### src/rtl/rcb_pkg.sv
`timescale 1ns/1ps
package rcb_pkg;

    typedef enum logic [1:0] {
        SZ_BYTE = 2'd0,
        SZ_HALF = 2'd1,
        SZ_WORD = 2'd2
    } acc_size_e;

    typedef enum logic [2:0] {
        ST_IDLE  = 3'd0,
        ST_RD    = 3'd1,
        ST_RCAP  = 3'd2,
        ST_WBLK  = 3'd3,
        ST_WMAIN = 3'd4,
        ST_HOLD  = 3'd5
    } br_state_e;

    // halfword offsets that steer coalescing
    localparam int unsigned OFF_BLK_SIZE  = 4;
    localparam int unsigned OFF_BLK_COUNT = 6;
    localparam int unsigned OFF_XFER_MODE = 12;
    localparam int unsigned OFF_COMMAND   = 14;

endpackage

### src/rtl/rcb_lane_get.sv
`timescale 1ns/1ps
module rcb_lane_get #(
    parameter int DW = 32,
    localparam int LW = $clog2(DW / 8)
) (
    input  logic [DW-1:0] word_in,
    input  logic [LW-1:0] lane,
    input  logic [1:0]    size,
    output logic [DW-1:0] value
);
    import rcb_pkg::*;

    logic [LW+2:0]  shift_bits;
    logic [DW-1:0]  keep;

    always_comb begin
        shift_bits = {lane, 3'b000};
        case (size)
            SZ_BYTE: keep = {{(DW-8){1'b0}}, 8'hFF};
            SZ_HALF: keep = {{(DW-16){1'b0}}, 16'hFFFF};
            default: keep = '1;
        endcase
        value = (word_in >> shift_bits) & keep;
    end
endmodule

### src/rtl/rcb_lane_put.sv
`timescale 1ns/1ps
module rcb_lane_put #(
    parameter int DW = 32,
    localparam int LW = $clog2(DW / 8)
) (
    input  logic [DW-1:0] base_word,
    input  logic [LW-1:0] lane,
    input  logic [1:0]    size,
    input  logic [DW-1:0] new_val,
    output logic [DW-1:0] merged
);
    import rcb_pkg::*;

    logic [LW+2:0] shift_bits;
    logic [DW-1:0] keep;

    always_comb begin
        shift_bits = {lane, 3'b000};
        case (size)
            SZ_BYTE: keep = {{(DW-8){1'b0}}, 8'hFF};
            SZ_HALF: keep = {{(DW-16){1'b0}}, 16'hFFFF};
            default: keep = '1;
        endcase
        merged = (base_word & ~(keep << shift_bits)) | ((new_val & keep) << shift_bits);
    end
endmodule

### src/rtl/rcb_holdoff.sv
`timescale 1ns/1ps
module rcb_holdoff #(
    parameter int CW      = 32,
    parameter int LOW_HZ  = 400000,
    parameter int PERIODS = 4,
    parameter int ZERO_US = 10
) (
    input  logic          clk,
    input  logic          rst_n,
    input  logic [CW-1:0] card_clk_hz,
    output logic [CW-1:0] hold_us,
    output logic          busy
);
    localparam int SW = $clog2(CW + 1);
    localparam logic [CW-1:0] NUM_US  = CW'(PERIODS * 1000000);
    localparam logic [CW-1:0] LOW_LIM = CW'(LOW_HZ);
    localparam logic [CW-1:0] IDLE_US = CW'(ZERO_US);

    typedef struct packed {
        logic [CW-1:0] seen;
        logic          run;
        logic [SW-1:0] step;
        logic [CW:0]   rem;
        logic [CW-1:0] quo;
        logic [CW-1:0] den;
        logic [CW-1:0] hold;
    } hs_t;

    hs_t q, d;
    logic [CW:0] rem_sh;

    // serial restoring divide: ceil(NUM_US / rate)
    always_comb begin
        d      = q;
        rem_sh = '0;
        if (q.run) begin
            rem_sh = {q.rem[CW-1:0], q.quo[CW-1]};
            d.quo  = {q.quo[CW-2:0], 1'b0};
            if (rem_sh >= {1'b0, q.den}) begin
                d.rem    = rem_sh - {1'b0, q.den};
                d.quo[0] = 1'b1;
            end else begin
                d.rem = rem_sh;
            end
            d.step = q.step - 1'b1;
            if (q.step == SW'(1)) begin
                d.run  = 1'b0;
                d.hold = d.quo;
            end
        end else if (card_clk_hz != q.seen) begin
            d.seen = card_clk_hz;
            if (card_clk_hz == '0) begin
                d.hold = IDLE_US;
            end else if (card_clk_hz > LOW_LIM) begin
                d.hold = '0;
            end else begin
                d.run  = 1'b1;
                d.step = SW'(CW);
                d.rem  = '0;
                d.quo  = NUM_US + card_clk_hz - 1'b1;
                d.den  = card_clk_hz;
            end
        end
    end

    always_ff @(posedge clk or negedge rst_n) begin
        if (!rst_n) begin
            q      <= '0;
            q.hold <= IDLE_US;
        end else begin
            q <= d;
        end
    end

    assign hold_us = q.hold;
    assign busy    = q.run || (card_clk_hz != q.seen);

    assert_fast_no_hold_R8: assert property (@(posedge clk) disable iff (!rst_n)
        (!busy && card_clk_hz > LOW_LIM) |-> hold_us == '0);
    assert_stopped_clock_hold_R8: assert property (@(posedge clk) disable iff (!rst_n)
        (!busy && card_clk_hz == '0) |-> hold_us == IDLE_US);
    assert_slow_nonzero_hold_R8: assert property (@(posedge clk) disable iff (!rst_n)
        (!busy && card_clk_hz != '0 && card_clk_hz <= LOW_LIM) |-> hold_us != '0);
endmodule

### src/rtl/rcb_bridge.sv
`timescale 1ns/1ps
module rcb_bridge #(
    parameter int AW      = 8,
    parameter int DW      = 32,
    parameter int CW      = 32,
    parameter int LOW_HZ  = 400000,
    parameter int PERIODS = 4,
    parameter int ZERO_US = 10
) (
    input  logic          clk,
    input  logic          rst_n,
    input  logic          up_valid,
    output logic          up_ready,
    input  logic          up_write,
    input  logic [1:0]    up_size,
    input  logic [AW-1:0] up_addr,
    input  logic [DW-1:0] up_wdata,
    output logic          rd_valid,
    output logic [DW-1:0] rd_data,
    output logic          dn_rd,
    output logic          dn_wr,
    output logic [AW-1:0] dn_addr,
    output logic [DW-1:0] dn_wdata,
    input  logic [DW-1:0] dn_rdata,
    input  logic [CW-1:0] card_clk_hz,
    input  logic          us_tick
);
    import rcb_pkg::*;

    localparam int LW = $clog2(DW / 8);
    localparam logic [AW-1:0] A_BSIZE = AW'(OFF_BLK_SIZE);
    localparam logic [AW-1:0] A_BCNT  = AW'(OFF_BLK_COUNT);
    localparam logic [AW-1:0] A_XFER  = AW'(OFF_XFER_MODE);
    localparam logic [AW-1:0] A_CMD   = AW'(OFF_COMMAND);
    localparam logic [AW-1:0] A_BLKW  = AW'(OFF_BLK_SIZE) & ~AW'((1 << LW) - 1);

    typedef struct packed {
        br_state_e     st;
        logic [AW-1:0] addr;
        logic [1:0]    size;
        logic          write;
        logic [DW-1:0] wdata;
        logic [DW-1:0] out_word;
        logic [DW-1:0] blk_sh;
        logic [DW-1:0] cmd_sh;
        logic [DW-1:0] rd_data;
        logic          rd_valid;
        logic          pend;
        logic [CW-1:0] cnt;
    } br_t;

    br_t q, d;

    logic [CW-1:0] hold_us;
    logic          hold_busy;
    logic          accept;
    logic          is_blk, is_xfer, is_cmd, is_half;
    logic [DW-1:0] sh_base, sh_merged, rd_merged, rd_lane;

    assign accept  = up_valid && up_ready;
    assign is_half = (up_size == SZ_HALF);
    assign is_blk  = (up_addr == A_BSIZE) || (up_addr == A_BCNT);
    assign is_xfer = (up_addr == A_XFER);
    assign is_cmd  = (up_addr == A_CMD);
    assign sh_base = is_blk ? q.blk_sh : q.cmd_sh;

    rcb_holdoff #(.CW(CW), .LOW_HZ(LOW_HZ), .PERIODS(PERIODS), .ZERO_US(ZERO_US)) u_hold (
        .clk(clk), .rst_n(rst_n), .card_clk_hz(card_clk_hz),
        .hold_us(hold_us), .busy(hold_busy)
    );

    rcb_lane_put #(.DW(DW)) u_shadow_put (
        .base_word(sh_base), .lane(up_addr[LW-1:0]), .size(up_size),
        .new_val(up_wdata), .merged(sh_merged)
    );

    rcb_lane_put #(.DW(DW)) u_rmw_put (
        .base_word(dn_rdata), .lane(q.addr[LW-1:0]), .size(q.size),
        .new_val(q.wdata), .merged(rd_merged)
    );

    rcb_lane_get #(.DW(DW)) u_rd_get (
        .word_in(dn_rdata), .lane(q.addr[LW-1:0]), .size(q.size), .value(rd_lane)
    );

    always_comb begin
        d          = q;
        d.rd_valid = 1'b0;
        case (q.st)
            ST_IDLE: begin
                if (accept) begin
                    d.addr  = up_addr;
                    d.size  = up_size;
                    d.write = up_write;
                    d.wdata = up_wdata;
                    if (!up_write) begin
                        d.st = ST_RD;
                    end else if (up_size != SZ_BYTE && !is_half) begin
                        d.out_word = up_wdata;
                        d.st       = ST_WMAIN;
                    end else if (is_half && is_blk) begin
                        d.blk_sh = sh_merged;
                    end else if (is_half && is_xfer) begin
                        d.cmd_sh = sh_merged;
                    end else if (is_half && is_cmd) begin
                        d.out_word = sh_merged;
                        d.st       = (q.blk_sh != '0) ? ST_WBLK : ST_WMAIN;
                    end else begin
                        d.st = ST_RD;
                    end
                end
            end
            ST_RD: d.st = ST_RCAP;
            ST_RCAP: begin
                if (q.write) begin
                    d.out_word = rd_merged;
                    d.st       = ST_WMAIN;
                end else begin
                    d.rd_valid = 1'b1;
                    d.rd_data  = rd_lane;
                    d.st       = ST_IDLE;
                end
            end
            ST_WBLK: begin
                d.blk_sh = '0;
                d.pend   = 1'b1;
                if (hold_us != '0) begin
                    d.cnt = hold_us;
                    d.st  = ST_HOLD;
                end else begin
                    d.st = ST_WMAIN;
                end
            end
            ST_WMAIN: begin
                d.pend = 1'b0;
                if (hold_us != '0) begin
                    d.cnt = hold_us;
                    d.st  = ST_HOLD;
                end else begin
                    d.st = ST_IDLE;
                end
            end
            ST_HOLD: begin
                if (us_tick) begin
                    if (q.cnt <= CW'(1)) d.st = q.pend ? ST_WMAIN : ST_IDLE;
                    else                 d.cnt = q.cnt - 1'b1;
                end
            end
            default: d.st = ST_IDLE;
        endcase
    end

    always_ff @(posedge clk or negedge rst_n) begin
        if (!rst_n) q <= '0;
        else        q <= d;
    end

    assign up_ready = (q.st == ST_IDLE) && !hold_busy;
    assign rd_valid = q.rd_valid;
    assign rd_data  = q.rd_data;
    assign dn_rd    = (q.st == ST_RD);
    assign dn_wr    = (q.st == ST_WBLK) || (q.st == ST_WMAIN);
    assign dn_addr  = (q.st == ST_WBLK) ? A_BLKW : {q.addr[AW-1:LW], {LW{1'b0}}};
    assign dn_wdata = (q.st == ST_WBLK) ? q.blk_sh : q.out_word;

    assert_rd_latency_R1: assert property (@(posedge clk) disable iff (!rst_n)
        rd_valid |-> $past(dn_rd, 2));
    assert_byte_write_reads_R3: assert property (@(posedge clk) disable iff (!rst_n)
        (accept && up_write && up_size == SZ_BYTE) |=> dn_rd);
    assert_blk_held_R4: assert property (@(posedge clk) disable iff (!rst_n)
        (accept && up_write && is_half && is_blk) |=> (!dn_wr && !dn_rd));
    assert_xfer_held_R5: assert property (@(posedge clk) disable iff (!rst_n)
        (accept && up_write && is_half && is_xfer) |=> (!dn_wr && !dn_rd));
    assert_cmd_flush_R6: assert property (@(posedge clk) disable iff (!rst_n)
        (accept && up_write && is_half && is_cmd) |=> (dn_wr && (dn_addr == A_BLKW || dn_addr == (A_XFER & ~AW'((1 << LW) - 1)))));
    assert_strobes_exclusive_R10: assert property (@(posedge clk) disable iff (!rst_n)
        !(dn_rd && dn_wr));
    assert_ready_idle_down_R10: assert property (@(posedge clk) disable iff (!rst_n)
        up_ready |-> (!dn_rd && !dn_wr));
endmodule

### config.mk
export PLATFORM = sky130hd
export DESIGN_NAME = rcb_bridge
export DESIGN_NICKNAME = d
export VERILOG_FILES = /design/src/rtl/rcb_pkg.sv /design/src/rtl/rcb_lane_get.sv /design/src/rtl/rcb_lane_put.sv /design/src/rtl/rcb_holdoff.sv /design/src/rtl/rcb_bridge.sv
export SDC_FILE = /design/constraint.sdc
export NUM_CORES = 1
export LEC_CHECK = 0
export ABC_AREA = 1
export ABC_CLOCK_PERIOD_IN_PS = 3040
export BUFFER_PORTS_ARGS = -buffer_cell sky130_fd_sc_hd__buf_4
export CAP_MARGIN = 20
export CORE_UTILIZATION = 60
export DETAILED_ROUTE_END_ITERATION = 10
export HOLD_SLACK_MARGIN = 0.12
export PLACE_DENSITY = 0.84
export SYNTH_ARGS = -nofsm -noshare
export SYNTH_HDL_FRONTEND = slang
export SYNTH_HIERARCHICAL = 1
export SYNTH_SLANG_ARGS = --single-unit
### constraint.sdc
create_clock -name clk -period 3.04 [get_ports clk]
set_input_delay 0.608 -clock clk [delete_from_list [all_inputs] [get_ports clk]]
set_output_delay 0.608 -clock clk [all_outputs]
set_load 0.02 [all_outputs]
Yosys cells after proc, flatten, opt, wreduce, memory -nomap -nowiden
Index checks and enable logic that the tools add are counted.

Register bits after elaboration: 375. Output and inout bits: 76. Word-level logic and storage cells: 162.

$add $sub $neg: 5. Magnitude comparators: 3. Equality and inequality tests: 30. Shifts and indexed selects: 5. Muxes and demuxes: 49. Bitwise gates (word level): 15. Reductions and logical operators: 36.

Operators by type and width (count): 32-bit 2-to-1 mux (17); 32-bit case mux with 2 select lines (5); 104-bit 2-to-1 mux (2); 32-bit AND (5); 142-bit 2-to-1 mux (1); 136-bit 2-to-1 mux (1); 32-bit by 5-bit left shift with 32-bit output (4); 96-bit 2-to-1 mux (1); 72-bit 2-to-1 mux (1); 64-bit 2-to-1 mux (1); 32-bit NOT (2); 32-bit bitwise OR (2); 32-bit nonzero test (2); 32-bit by 1-bit subtractor with 32-bit output (second input constant) (2); 33-bit by 32-bit >= comparator with 1-bit output (1); 3-bit 2-to-1 mux (11); 33-bit 2-to-1 mux (1); 33-bit by 32-bit subtractor with 33-bit output (1); 22-bit by 32-bit adder with 32-bit output (first input constant) (1); 32-bit by 19-bit greater-than comparator with 1-bit output (second input constant) (1); 32-bit by 1-bit <= comparator with 1-bit output (second input constant) (1); 32-bit zero test (1); 32-bit inequality test (1); 32-bit by 5-bit >> shifter with 32-bit output (1); 31 further kinds (77).

Depth between registers and ports, before layout
Depth in word-level cells: 13. Depth in mapped cells: 18.

Hierarchy
The synthesis kept the hierarchy.

By module, submodules not included: rcb_holdoff (instances 1, cells an instance 1745, area an instance 11573.6 sq um, sequential area each 4181.5 sq um); rcb_bridge (instances 1, cells an instance 1569, area an instance 11257.0 sq um, sequential area each 5205.0 sq um); rcb_lane_put (instances 2, cells an instance 198, area an instance 998.5 sq um, sequential area each 0.0 sq um); rcb_lane_get (instances 1, cells an instance 191, area an instance 844.6 sq um, sequential area each 0.0 sq um).

Least setup slack after synthesis
Ideal clock, no wire load.

Kind: input port to flip-flop. Start: input port card_clk_hz[14]. End: register, netlist name q[97]. Arrival time: 2.472 ns. Data required time: 2.920 ns. Setup slack: 0.449 ns. Cell stages on the path: 16. Path through: buf_4 > inv_1 > nand2_1 > nand2_1 > nor2_1 > nand2_1 > nor2_1 > nand2_1 > nor2_1 > nand2_1 > nor3_4 > nand4_1 > buf_2 > buf_2 > o21ai_0 > inv_1.

RTL lines: start, declared (RTL line rcb_bridge.sv:25) `input logic [CW-1:0] card_clk_hz,`.

Worst setup path after layout
Start: register u_hold/q[155] (netlist name). End: output port up_ready.

Cells in the longest elaborated chain, start to end: 4.

RTL lines: start, declared (RTL line rcb_holdoff.sv:29) `hs_t q, d;`; 32-bit inequality test (RTL line rcb_holdoff.sv:76) `assign busy = q.run || (card_clk_hz != q.seen);`; 1-bit logical OR (RTL line rcb_holdoff.sv:76); named net hold_busy (RTL line rcb_bridge.sv:55) `logic hold_busy;`; 1-bit zero test (RTL line rcb_bridge.sv:158) `assign up_ready = (q.st == ST_IDLE) && !hold_busy;`; 1-bit logical AND (RTL line rcb_bridge.sv:158); end, declared (RTL line rcb_bridge.sv:13) `output logic up_ready,`.

The timed path passes the listed nets, and every way through them passes these cells.

==> flow_summary.json <==
{
  "synth_mux_area_frac": 0.0194,
  "start_util": 0.611,
  "rows": 75,
  "synth_edf_count": 0,
  "core-area_mm2": 0.0420,
  "syn_inst": 3901,
  "io_buffers": 184,
  "reg2reg_to": "u_hold/q[123]",
  "critPathMaxFanout": 3,
  "grt_pass1_vias": 22992,
  "cts_sinks": 375,
  "path_cells": "inv_1 -> nand2_1 -> nand2_1 -> nor2_4 -> nand3_1 -> nor2_1 -> nand2_1 -> nor2_4 -> nand2_2 -> nor2_1 -> buf_4",
  "fp.dieArea_mm2": 0.0436,
  "num_vias": 25449,
  "wl_per_cell_um": 17.1,
  "crit_top_cell": "nand2_1",
  "drive_gt1_frac": 0.105,
  "drc": 0,
  "worst_clock_skew_ps": 29.4,
  "area_delta_synth_final_pct": 11.3,
  "cp-end-kind": "output pin",
  "synth_top_family_by_area": "simple AND/OR/NAND/NOR gates",
  "finalMaxSlewViolations": 0,
  "dp_hpwl_um": 55800,
  "p_leak_uw": 0.0160,
  "root_buffer": "clkbuf_16",
  "peakVddDrop_uv": 399,
  "die_height_um": 209,
  "r2r_slack_ps": 340,
  "placed_cell_area_mm2": 0.0270,
  "cts_tree": "built",
  "grt_usage": 0.353,
  "finalHoldViolations": 0,
  "gr-total-overflow": 0,
  "period_needed_ps": 2810,
  "fin_area_mm2": 0.0286,
  "yosysMostFrequentCell": "nand2_1",
  "use_met3": 0.0807,
  "clk_latency_ps": 590,
  "yosys_warnings": 6,
  "critical_path.slowest_cell": "dfrtp_1",
  "synth_commonest_cells": "1440 x nand2_1, 500 x inv_1, 373 x dfrtp_1",
  "setup_viol": 0,
  "ys_seq_area_frac": 0.366,
  "slew-limit-headroom": 0.275,
  "drt_iter0_markers": 3527,
  "path_class": "reg2out",
  "holdWs_ps": 246,
  "crit_required_ps": 2430,
  "nets": 4122,
  "synth-simple-area-share": 0.366,
  "numCtsBuffers": 42,
  "synth_area_mm2": 0.0257,
  "via_per_inst": 5.60,
  "whs_path_depth": 3,
  "min_from": "up_addr[6]",
  "antenna_found_initial": 4,
  "path_buf_inv": 2,
  "yosys.area.top_type_share": 0.364,
  "status": "complete, no violations",
  "drt-pass1-iter-count": 7,
  "ios": 187,
  "worst_pin_slew_ps": 1090,
  "synth_ff_type": "dfrtp_1",
  "dp.cells": 4464,
  "instances_no_fill": 4546,
  "synth_top_cell_by_area": "dfrtp_1",
  "p_per_area_mw_per_mm2": 403,
  "yosysUniqueCellTypes": 51,
  "syn_avg_cell_area_um2": 6.58,
  "die_w_um": 209,
  "power_uw": 11500,
  "slowest_delay_ps": 400,
  "startpoint_type": "register",
  "hold_class": "in2reg",
  "drtAntennaViolNets": 0,
  "grt_pass1_wl_um": 123000,
  "max_freq_ghz": 0.356,
  "use_met1": 0.515,
  "grt_max_degree": 74,
  "ys_ff_latch": 375,
  "rr_worst_depth": 13,
  "setup_tns_ps": 0,
  "crit_family": "simple AND/OR/NAND/NOR gates",
  "met2_usage": 0.521,
  "synth_compound_area_frac": 0.0736,
  "fin_crit_sh": 0.923,
  "clk_pin_slew_ps": 60,
  "gp_congestion": 1.03,
  "htree_levels": 2,
  "async_flop_share": 1.00,
  "crit_arrival_ps": 2200,
  "synth-adder-area-share": 0.0193,
  "synthTopCellsByArea": "dfrtp_1 36%, nand2_1 21%, inv_1 7.3%, nand3_1 7.1%, o21ai_0 5.1%",
  "wl_um": 77900,
  "synthXorXnorAreaFrac": 0.0225,
  "clockBufferDepth": 3,
  "maxCapViolCount": 0,
  "holdPathEnd": "q[203]",
  "worstReg2RegStart": "u_hold/q[102]",
  "rsz0062_at_grt": "no",
  "busiest_layer": "met2"
}
layout by cell type (no fill, tap or decap), types with 7 or more instances in the layout:
cell type / netlist / routed
nand2_2: 14 / 15
buf_4: 81 / 237
ha_1: 38 / 38
nand3b_1: 42 / 42
a21oi_1: 54 / 54
clkinv_2: 0 / 7
nor2_1: 300 / 298
mux2_2: 12 / 12
nand3_1: 362 / 362
buf_12: 1 / 17
clkbuf_8: 0 / 11
nand2_1: 1440 / 1439
o21ai_0: 263 / 263
mux2i_1: 34 / 34
nor3_1: 13 / 13
xor2_1: 30 / 30
dfrtp_1: 373 / 372
nor2_4: 7 / 9
or2_1: 18 / 18
xnor2_1: 36 / 36
nor2_2: 14 / 14
inv_1: 500 / 500
clkbuf_1: 56 / 7
or2_2: 7 / 7
clkbuf_16: 0 / 43
nand4_1: 20 / 20
inv_2: 21 / 20
o21ai_1: 31 / 31
tightest hold or removal path: cells and delay by family:
| kind | cells | cell delay (ps) |
|---|---|---|
| buffers and inverters | 1 | 80 |
| AOI/OAI and AO/OA | 1 | 60 |
| and+or+nand+nor | 1 | 40 |
routing by layer:
| layer | wire length [um] | share of wire | vias to the layer above |
|---|---|---|---|
| met5 | 13 | 0.00017 | - |
| met4 | 1970 | 0.025 | 2 |
| met3 | 9210 | 0.12 | 158 |
| met2 | 33600 | 0.43 | 1430 |
| met1 | 33100 | 0.42 | 11707 |
| li1 | - | - | 12152 |
flip-flops by register name (all words and copies together) (netlist names):
signal          count
q                 175
rd_data            32
rd_valid            1
u_hold/hold_us     32
u_hold/q          135
area by class of cell:
| class | instances | area (um2) |
|---|---|---|
| Sequential cell | 375 | 9390 |
| Clock buffer | 61 | 1250 |
| Fill cell | 3640 | 13500 |
| Multi-Input combinational cell | 2773 | 12900 |
| Inverter | 524 | 1980 |
| Timing Repair Buffer | 256 | 2140 |
| Clock inverter | 16 | 243 |
| Tap cell | 539 | 674 |
| Antenna cell | 2 | 5.00 |
kinds of logic after synthesis:
logic type,after synthesis
mux,48
compound gates,365
other cells,1
flops,375
simple gates,2253
fa+ha+maj,39
buf+inv,754
xor+xnor,66
worst max-delay path by stage:
stage                     to  slack (ps)  cells after the start          startpoint
floorplan              q[97]         450                     16     card_clk_hz[14]
global placement       q[96]         140                     15     card_clk_hz[18]
detailed placement     q[76]          60                     16     card_clk_hz[15]
CTS                 up_ready          40                     11       u_hold/q[136]
global route           q[15]          20                     10  u_hold/hold_us[30]
finish              up_ready         230                     11       u_hold/q[155]
power breakdown:
part / total [uW] / internal [uW] / leakage (uW) / switching [uW]
logic: 925 / 316 / 0.0107 / 609
registers: 5060 / 5030 / 0.00456 / 28.0
clock network: 5540 / 3370 / 0.000734 / 2170
through the flow:
step / setup slack [ps] / utilization
2_1_floorplan: 449 / -
3_3_place_gp: 144 / 0.643
3_5_place_dp: 57.0 / 0.643
4_1_cts: 39.9 / 0.679
5_1_grt: 23.2 / 0.680
6_report: 233 / 0.680
timing repair:
item | 4_1_cts | 5_1_grt
endpoints found under the setup margin | 0 | 19
resized for setup | 0 | 4
hold buffers | 1 | 0
endpoints found under the hold margin | 56 | 0
setup buffers | 0 | 2
(Power assumes the default switching activity.)
